$ cat src/rtl/clk_sw_pkg.sv
package clk_sw_pkg;

  localparam int REG_W = 8;

  localparam logic ADDR_INT = 1'b0;
  localparam logic ADDR_EXT = 1'b1;

  // internal register field positions
  localparam int INT_FREQ_LO = 0;
  localparam int INT_FREQ_HI = 1;
  localparam int INT_EN_BIT  = 2;
  localparam int INT_REQ_BIT = 3;
  localparam int INT_MCD_BIT = 7;
  localparam logic [2:0] INT_RO_VAL = 3'b001;

  // external register field positions
  localparam int EXT_DRV_LO  = 0;
  localparam int EXT_DRV_HI  = 2;
  localparam int EXT_MODE_LO = 4;
  localparam int EXT_MODE_HI = 6;
  localparam int EXT_VLD_BIT = 7;

  localparam logic [1:0] INT_FREQ_RST = 2'b00;
  localparam logic       INT_EN_RST   = 1'b1;

  typedef struct packed {
    logic wrInt;
    logic wrExt;
    logic setSel;
    logic clrSel;
  } swStrobes_t;

  typedef enum logic [1:0] {
    SEL_INT  = 2'd0,
    SEL_PEND = 2'd1,
    SEL_EXT  = 2'd2
  } selState_t;

endpackage

$ cat src/rtl/clk_sw_ctrl.sv
module clk_sw_ctrl
  import clk_sw_pkg::*;
#(
  parameter int STARTUP_CYCLES = 2000,
  parameter int SYNC_STAGES    = 2
) (
  input  logic       clk,
  input  logic       rstN,
  input  logic       regWrEn,
  input  logic       regAddr,
  input  logic       selReq,
  input  logic       extModeNz,
  input  logic       xoscValidAsync,
  output swStrobes_t strobes,
  output logic       xoscValid
);

  localparam int CNT_W = $clog2(STARTUP_CYCLES + 1);
  localparam logic [CNT_W-1:0] CNT_LOAD = CNT_W'(STARTUP_CYCLES);

  logic [SYNC_STAGES-1:0] syncQ;
  logic [CNT_W-1:0]       startCnt;
  logic                   timerDone;
  logic                   wrInt, wrExt;
  selState_t              state, stateNxt;
  logic                   setSel, clrSel;

  // synchroniser chain for the asynchronous valid input
  generate
    if (SYNC_STAGES == 1) begin : g_sync1
      always_ff @(posedge clk) begin
        if (!rstN) syncQ <= '0;
        else       syncQ <= xoscValidAsync;
      end
    end else begin : g_syncN
      always_ff @(posedge clk) begin
        if (!rstN) syncQ <= '0;
        else       syncQ <= {syncQ[SYNC_STAGES-2:0], xoscValidAsync};
      end
    end
  endgenerate

  assign wrInt = regWrEn && (regAddr == ADDR_INT);
  assign wrExt = regWrEn && (regAddr == ADDR_EXT);

  // start-up timer: reloads on any write to the external register
  always_ff @(posedge clk) begin
    if (!rstN)               startCnt <= '0;
    else if (wrExt)          startCnt <= CNT_LOAD;
    else if (startCnt != '0) startCnt <= startCnt - 1'b1;
  end

  assign timerDone = (startCnt == '0);
  assign xoscValid = syncQ[SYNC_STAGES-1] && timerDone && extModeNz;

  // handover state machine
  always_comb begin
    stateNxt = state;
    setSel   = 1'b0;
    clrSel   = 1'b0;
    unique case (state)
      SEL_INT: begin
        if (selReq) begin
          if (xoscValid) begin
            setSel   = 1'b1;
            stateNxt = SEL_EXT;
          end else begin
            stateNxt = SEL_PEND;
          end
        end
      end
      SEL_PEND: begin
        if (!selReq) begin
          stateNxt = SEL_INT;
        end else if (xoscValid) begin
          setSel   = 1'b1;
          stateNxt = SEL_EXT;
        end
      end
      SEL_EXT: begin
        if (!selReq) begin
          clrSel   = 1'b1;
          stateNxt = SEL_INT;
        end
      end
      default: begin
        clrSel   = 1'b1;
        stateNxt = SEL_INT;
      end
    endcase
  end

  always_ff @(posedge clk) begin
    if (!rstN) state <= SEL_INT;
    else       state <= stateNxt;
  end

  always_comb begin
    strobes        = '0;
    strobes.wrInt  = wrInt;
    strobes.wrExt  = wrExt;
    strobes.setSel = setSel;
    strobes.clrSel = clrSel;
  end

endmodule

$ cat src/rtl/clk_sw_datapath.sv
module clk_sw_datapath
  import clk_sw_pkg::*;
(
  input  logic             clk,
  input  logic             rstN,
  input  swStrobes_t       strobes,
  input  logic             regAddr,
  input  logic [REG_W-1:0] regWrData,
  input  logic             xoscValid,
  output logic [REG_W-1:0] regRdData,
  output logic             selReq,
  output logic             extModeNz,
  output logic             clkSelExt,
  output logic             intOscEn,
  output logic [1:0]       intFreqSel,
  output logic             missClkDetEn,
  output logic [2:0]       extMode,
  output logic [2:0]       extDrive
);

  logic [1:0] freqQ;
  logic       enQ, reqQ, mcdQ, selQ;
  logic [2:0] modeQ, drvQ;
  logic [REG_W-1:0] intView, extView;

  always_ff @(posedge clk) begin
    if (!rstN) begin
      freqQ <= INT_FREQ_RST;
      enQ   <= INT_EN_RST;
      reqQ  <= 1'b0;
      mcdQ  <= 1'b0;
    end else if (strobes.wrInt) begin
      freqQ <= regWrData[INT_FREQ_HI:INT_FREQ_LO];
      enQ   <= regWrData[INT_EN_BIT];
      reqQ  <= regWrData[INT_REQ_BIT];
      mcdQ  <= regWrData[INT_MCD_BIT];
    end
  end

  always_ff @(posedge clk) begin
    if (!rstN) begin
      modeQ <= '0;
      drvQ  <= '0;
    end else if (strobes.wrExt) begin
      modeQ <= regWrData[EXT_MODE_HI:EXT_MODE_LO];
      drvQ  <= regWrData[EXT_DRV_HI:EXT_DRV_LO];
    end
  end

  always_ff @(posedge clk) begin
    if (!rstN)               selQ <= 1'b0;
    else if (strobes.clrSel) selQ <= 1'b0;
    else if (strobes.setSel) selQ <= 1'b1;
  end

  always_comb begin
    intView = '0;
    intView[INT_FREQ_HI:INT_FREQ_LO] = freqQ;
    intView[INT_EN_BIT]  = enQ;
    intView[INT_REQ_BIT] = reqQ;
    intView[6:4]         = INT_RO_VAL;
    intView[INT_MCD_BIT] = mcdQ;
  end

  always_comb begin
    extView = '0;
    extView[EXT_DRV_HI:EXT_DRV_LO]   = drvQ;
    extView[EXT_MODE_HI:EXT_MODE_LO] = modeQ;
    extView[EXT_VLD_BIT]             = xoscValid;
  end

  assign regRdData    = (regAddr == ADDR_EXT) ? extView : intView;
  assign selReq       = reqQ;
  assign extModeNz    = (modeQ != 3'b000);
  assign clkSelExt    = selQ;
  assign intOscEn     = enQ | ~selQ;
  assign intFreqSel   = freqQ;
  assign missClkDetEn = mcdQ;
  assign extMode      = modeQ;
  assign extDrive     = drvQ;

endmodule

$ cat src/rtl/clk_src_switch.sv
module clk_src_switch
  import clk_sw_pkg::*;
#(
  parameter int CLK_FREQ_HZ = 2_000_000,
  parameter int SYNC_STAGES = 2
) (
  input  logic       clk,
  input  logic       rstN,
  input  logic       regWrEn,
  input  logic       regAddr,
  input  logic [7:0] regWrData,
  output logic [7:0] regRdData,
  input  logic       xoscValidAsync,
  output logic       clkSelExt,
  output logic       intOscEn,
  output logic [1:0] intFreqSel,
  output logic       missClkDetEn,
  output logic [2:0] extMode,
  output logic [2:0] extDrive
);

  localparam int STARTUP_CYCLES = (CLK_FREQ_HZ / 1000 < 1) ? 1 : CLK_FREQ_HZ / 1000;

  swStrobes_t strobes;
  logic       selReq;
  logic       extModeNz;
  logic       xoscValid;

  clk_sw_ctrl #(
    .STARTUP_CYCLES(STARTUP_CYCLES),
    .SYNC_STAGES   (SYNC_STAGES)
  ) i_ctrl (
    .clk           (clk),
    .rstN          (rstN),
    .regWrEn       (regWrEn),
    .regAddr       (regAddr),
    .selReq        (selReq),
    .extModeNz     (extModeNz),
    .xoscValidAsync(xoscValidAsync),
    .strobes       (strobes),
    .xoscValid     (xoscValid)
  );

  clk_sw_datapath i_dp (
    .clk         (clk),
    .rstN        (rstN),
    .strobes     (strobes),
    .regAddr     (regAddr),
    .regWrData   (regWrData),
    .xoscValid   (xoscValid),
    .regRdData   (regRdData),
    .selReq      (selReq),
    .extModeNz   (extModeNz),
    .clkSelExt   (clkSelExt),
    .intOscEn    (intOscEn),
    .intFreqSel  (intFreqSel),
    .missClkDetEn(missClkDetEn),
    .extMode     (extMode),
    .extDrive    (extDrive)
  );

endmodule

$ cat config.mk
export PLATFORM = sky130hd
export DESIGN_NAME = clk_src_switch
export DESIGN_NICKNAME = d
export VERILOG_FILES = /design/src/rtl/clk_sw_pkg.sv /design/src/rtl/clk_sw_ctrl.sv /design/src/rtl/clk_sw_datapath.sv /design/src/rtl/clk_src_switch.sv
export SDC_FILE = /design/constraint.sdc
export NUM_CORES = 1
export LEC_CHECK = 0
export ABC_AREA = 1
export CAP_MARGIN = 0
export CORE_MARGIN = 2
export CORE_UTILIZATION = 48
export DETAILED_ROUTE_END_ITERATION = 6
export PLACE_DENSITY = 0.82
export SLEW_MARGIN = 20
export SYNTH_ARGS = -nofsm -noshare
export SYNTH_HDL_FRONTEND = slang
export SYNTH_SLANG_ARGS = --single-unit
$ cat constraint.sdc
create_clock -name clk -period 2.09 [get_ports clk]
set_clock_uncertainty 0.2 [all_clocks]
set_input_delay 0.418 -clock clk [delete_from_list [all_inputs] [get_ports clk]]
set_output_delay 0.418 -clock clk [all_outputs]
set_load 0.005 [all_outputs]
; After elaboration in Yosys (flattened, before gate mapping)
; Cells that the tools add are included.
[op_classes]
addsub = 1
eq_ne = 5
n_mux = 14
bitwise_logic = 4
reduce_logical = 13
[ops]
columns = cell, n
row1 = $mux W11, 2
row2 = $logic_not A11 Y1, 1
row3 = $reduce_bool A11 Y1, 1
row4 = $sub A11 B1 Y11 const B, 1
row5 = $mux W2, 5
row6 = $mux W8, 1
row7 = $pmux W2 S3, 1
row8 = $reduce_or A2 Y1, 3
row9 = $logic_and A1 B1 Y1, 4
row10 = $mux W1, 4
row11 = $ne A3 B3 Y1 const B, 1
row12 = $not A1 Y1, 3
row13 = $reduce_and A3 Y1, 1
row14 = $reduce_bool A3 Y1, 1
row15 = $eq A2 B1 Y1 const B, 1
row16 = $eq A2 B2 Y1 const B, 1
row17 = $logic_not A2 Y1, 1
row18 = $ne A2 B1 Y1 const B, 1
row19 = $ne A2 B2 Y1 const B, 1
row20 = $pmux W1 S2, 1
row21 = $reduce_bool A2 Y1, 1
row22 = $or A1 B1 Y1, 1
[totals]
regBits = 27
in_bits = 13
out_inout_bits = 19

; Longest topological paths before layout
[depth]
word_depth = 6
depth_mapped = 9
depth_no_buf = 9

; Hierarchy
; From an unflattened synthesis, not the netlist that was laid out.
[hier_totals]
hier_cells = 210
hier_area_um2 = 1370.1
[by_module_without_submodules]
columns = module, instances, cells_per_inst, area_per_inst_um2
row1 = clk_sw_ctrl, 1, 115, 785.8
row2 = clk_sw_datapath, 1, 95, 584.3

; Worst setup path after synthesis
; Ideal clock, no wire load.
[synth_path]
path_kind = reg-to-output
startpoint = register i_ctrl.startCnt[0]
endpoint = output port regRdData[7]
arrival_time_ns = 1.080
required_time_ns = 1.472
slack_ns = 0.392
stages_incl_launch_ff = 9
path_buffers = 0
path_cell_list = dfxtp_1 -> inv_1 -> ha_1 -> nand2_2 -> clkinv_2 -> nand2_4 -> nor2_4 -> nand3b_2 -> o21ai_2
[synth_between]
elab_chain_len = 4
[synth_rtl]
columns = item, line
row1 = from (decl), clk_sw_ctrl.sv:22  ; logic [CNT_W-1:0] startCnt;
row2 = from (signal assigned), clk_sw_ctrl.sv:50  ; else if (startCnt != '0) startCnt <= startCnt - 1'b1;
row3 = $logic_not A11 Y1, clk_sw_ctrl.sv:53  ; assign timerDone = (startCnt == '0);
row4 = $logic_and A1 B1 Y1 (2 in a row), clk_sw_ctrl.sv:54  ; assign xoscValid = syncQ[SYNC_STAGES-1] && timerDone && extModeNz;
row5 = $mux W8, clk_sw_datapath.sv:72  ; assign regRdData = (regAddr == ADDR_EXT) ? extView : intView;
row6 = to (decl), clk_src_switch.sv:12  ; output logic [7:0] regRdData,
; No other way between the ends.

; Worst setup path after layout
; Ends and elaborated chain as after synthesis.

==> flow_summary.ini <==
[critical_path]
crit_fanout = 2
critical_path_class = flop to primary output
rr_worst_depth = 8
cp.arrival_ps = 1500
worstPathRequired_ps = 1470
cp-start-kind = flop
end_kind = primary output

[yosys]
synth_edf_count = 0
syn_nets = 195
synthArstFlopShare_pct = 0
ys.flop_type = dfxtp_1
syn_inst = 181
synth_seq_cells = 27
synth.avg_cell_area_um2 = 7.02
syn_area_mm2 = 0.00127
seq_area_frac_synth_pct = 42.6
ys_types = 25
yosys_warnings = 0

[placement]
place_area_mm2 = 0.00173
placement.io_buffers = 31
dp_hpwl_um = 2500
routabilityCongestion = 0.816

[sta]
finalSetupTns_ps = -30.2
rsz0062_at_grt = yes
setup_ws_ps = -30.2
fin_crit_ps = 2120
whs_ps = 237
finalMaxSlewViolations = 0
relSlewSlack_pct = 75.7
tightestPinTransition_ps = 363
fmax_mhz = 472
final-setup-viol-count = 1
hold_viol = 0
min_period_over_period_pct = 101

[finish]
area_growth_pct = 41.4
num-nets-final = 246
drive_gt1_share_pct = 22.9
design_area_mm2 = 0.00180
num_antenna_cells = 0

[global_routing]
grt_pass1_vias = 1318
grt_max_degree = 15
antenna_found_initial = 0
grt_usage_pct = 21.9
grt-ovfl-total = 0
grt_pass1_wl_um = 5400

[detailed_routing]
via_per_inst = 5.14
vias = 1342
wirelength_um = 3330
route.detailed.drc = 0
drt_first_pass_iters = 5
drtIter0Drc = 44
wl_per_cell_um = 12.8
ant_nets = 0

[clock_network]
cts_tree = done
clockRootBuffer = clkbuf_4
clockBufferDepth = 2
cts.htree.levels = 1
cts.clk_slew.worst_paths_ps = 150
numCtsBuffers = 3
clk_latency_ps = 330
ctsHoldBuffers = 0
cts.sinks = 27

[floorplan]
core_mm2 = 0.00250
die_y_um = 55.4
initial_core_util_pct = 50.8
die_area_mm2 = 0.00307
die_w_um = 55.4
std_cell_rows = 18
ios = 32

[power_and_ir_drop]
power.total_mw = 1.54
irDropWorstVdd_v = 0.000663
power.leakage_nw = 0.879
power_density_mw_per_mm2 = 857

[worst_hold_path]
worstHoldPathType = flop to flop
whs_path_depth = 2

[run]
maxCapViolations = 0

[run_status]
status = finished with violations
violations = setup timing
-- registers in the layout, indices dropped and copies added (netlist names) --
name               flops
i_ctrl.startCnt       11
i_ctrl.state           2
i_ctrl.syncQ           2
i_dp.clkSelExt         1
i_dp.enQ               1
i_dp.extDrive          3
i_dp.extMode           3
i_dp.intFreqSel        2
i_dp.missClkDetEn      1
i_dp.selReq            1
-- worst max-delay path, stage by stage, from the launching register on --
cell and delay, ps:
dfxtp_2 350, inv_2 70, ha_4 140, nand2_4 60, inv_4 60, nand2_4 50, nor2_4 130, nand3b_4 90
o21ai_2 100, buf_2 120
-- path summary, 6_finish.rpt --
check	from	endpoint	slack [ps]
hold reg to reg	i_ctrl.syncQ[0]	i_ctrl.syncQ[1]	240
setup reg to reg	i_ctrl.startCnt[0]	i_ctrl.startCnt[1]	500
setup / recovery	i_ctrl.startCnt[0]	regRdData[7]	-30
hold / removal	i_ctrl.syncQ[0]	i_ctrl.syncQ[1]	240
-- stage by stage --
stage | util [%] | instances | worst slack (ps)
after floorplan | - | 181 | 392
after global placement | 69.1 | 255 | -230
after CTS | 70.1 | 259 | -215
after detailed placement | 69.1 | 255 | -236
after global routing | 71.8 | 261 | -108
final | 71.8 | 261 | -30.2
-- metal layers --
metal / global-route usage (%) / share of wire, %
met2: 37.4 / 51
met3: 4.22 / 3.5
met1: 25.5 / 44
met4: 11.8 / 2.0
met5: 0 / 0
-- what timing repair did --
item,4_1_cts,5_1_grt
gates resized for setup,4,13
endpoints found under the setup margin,8,5
pin swaps,0,2
setup buffers,0,2
-- logic make-up (layout without fill, tap and decap cells) --
kind of cell    count (synthesis)  count (layout)  synth area share, %
compound gates                 29              29                 12.1
xor+xnor                        1               1                0.690
fa+ha+maj                       1               1                0.985
buf+inv                        32              82                 9.85
flops                          27              27                 42.6
simple gates                   91              91                 33.8
-- layout by cell type (no fill, tap or decap), types with 3 or more instances in the layout --
cell type and n:
a21oi_1 12, buf_4 18, clkbuf_4 3, clkdlybuf4s50_1 28
dfxtp_1 25, inv_1 17, inv_2 10, nand2_1 40
nand3_1 11, nor2_1 24, nor2_2 4, nor2_4 3
o21ai_0 14
-- cells in the mapped netlist, drive strengths merged, types with 3 or more instances --
| cell | count | area share [%] |
|---|---|---|
| inv | 27 | 8.0 |
| a21oi | 12 | 4.7 |
| nand2 | 44 | 14 |
| nand3 | 12 | 5.1 |
| buf | 3 | 1.2 |
| o21ai | 15 | 6.2 |
| dfxtp | 27 | 43 |
| nor2 | 31 | 12 |
-- power breakdown --
group	switching [mW]	internal, mW
clock network	0.159	0.0749
registers	0.0458	0.582
logic	0.359	0.317
total	0.564	0.974
-- cell type report --
cell class	instances	area, um2
Clock buffer	4	26.3
Fill cell	193	704
Inverter	28	108
Multi-Input combinational cell	122	631
Sequential cell	27	543
Tap cell	30	37.5
Timing Repair Buffer	50	450
No activity file was read; power rests on OpenSTA's default activity.
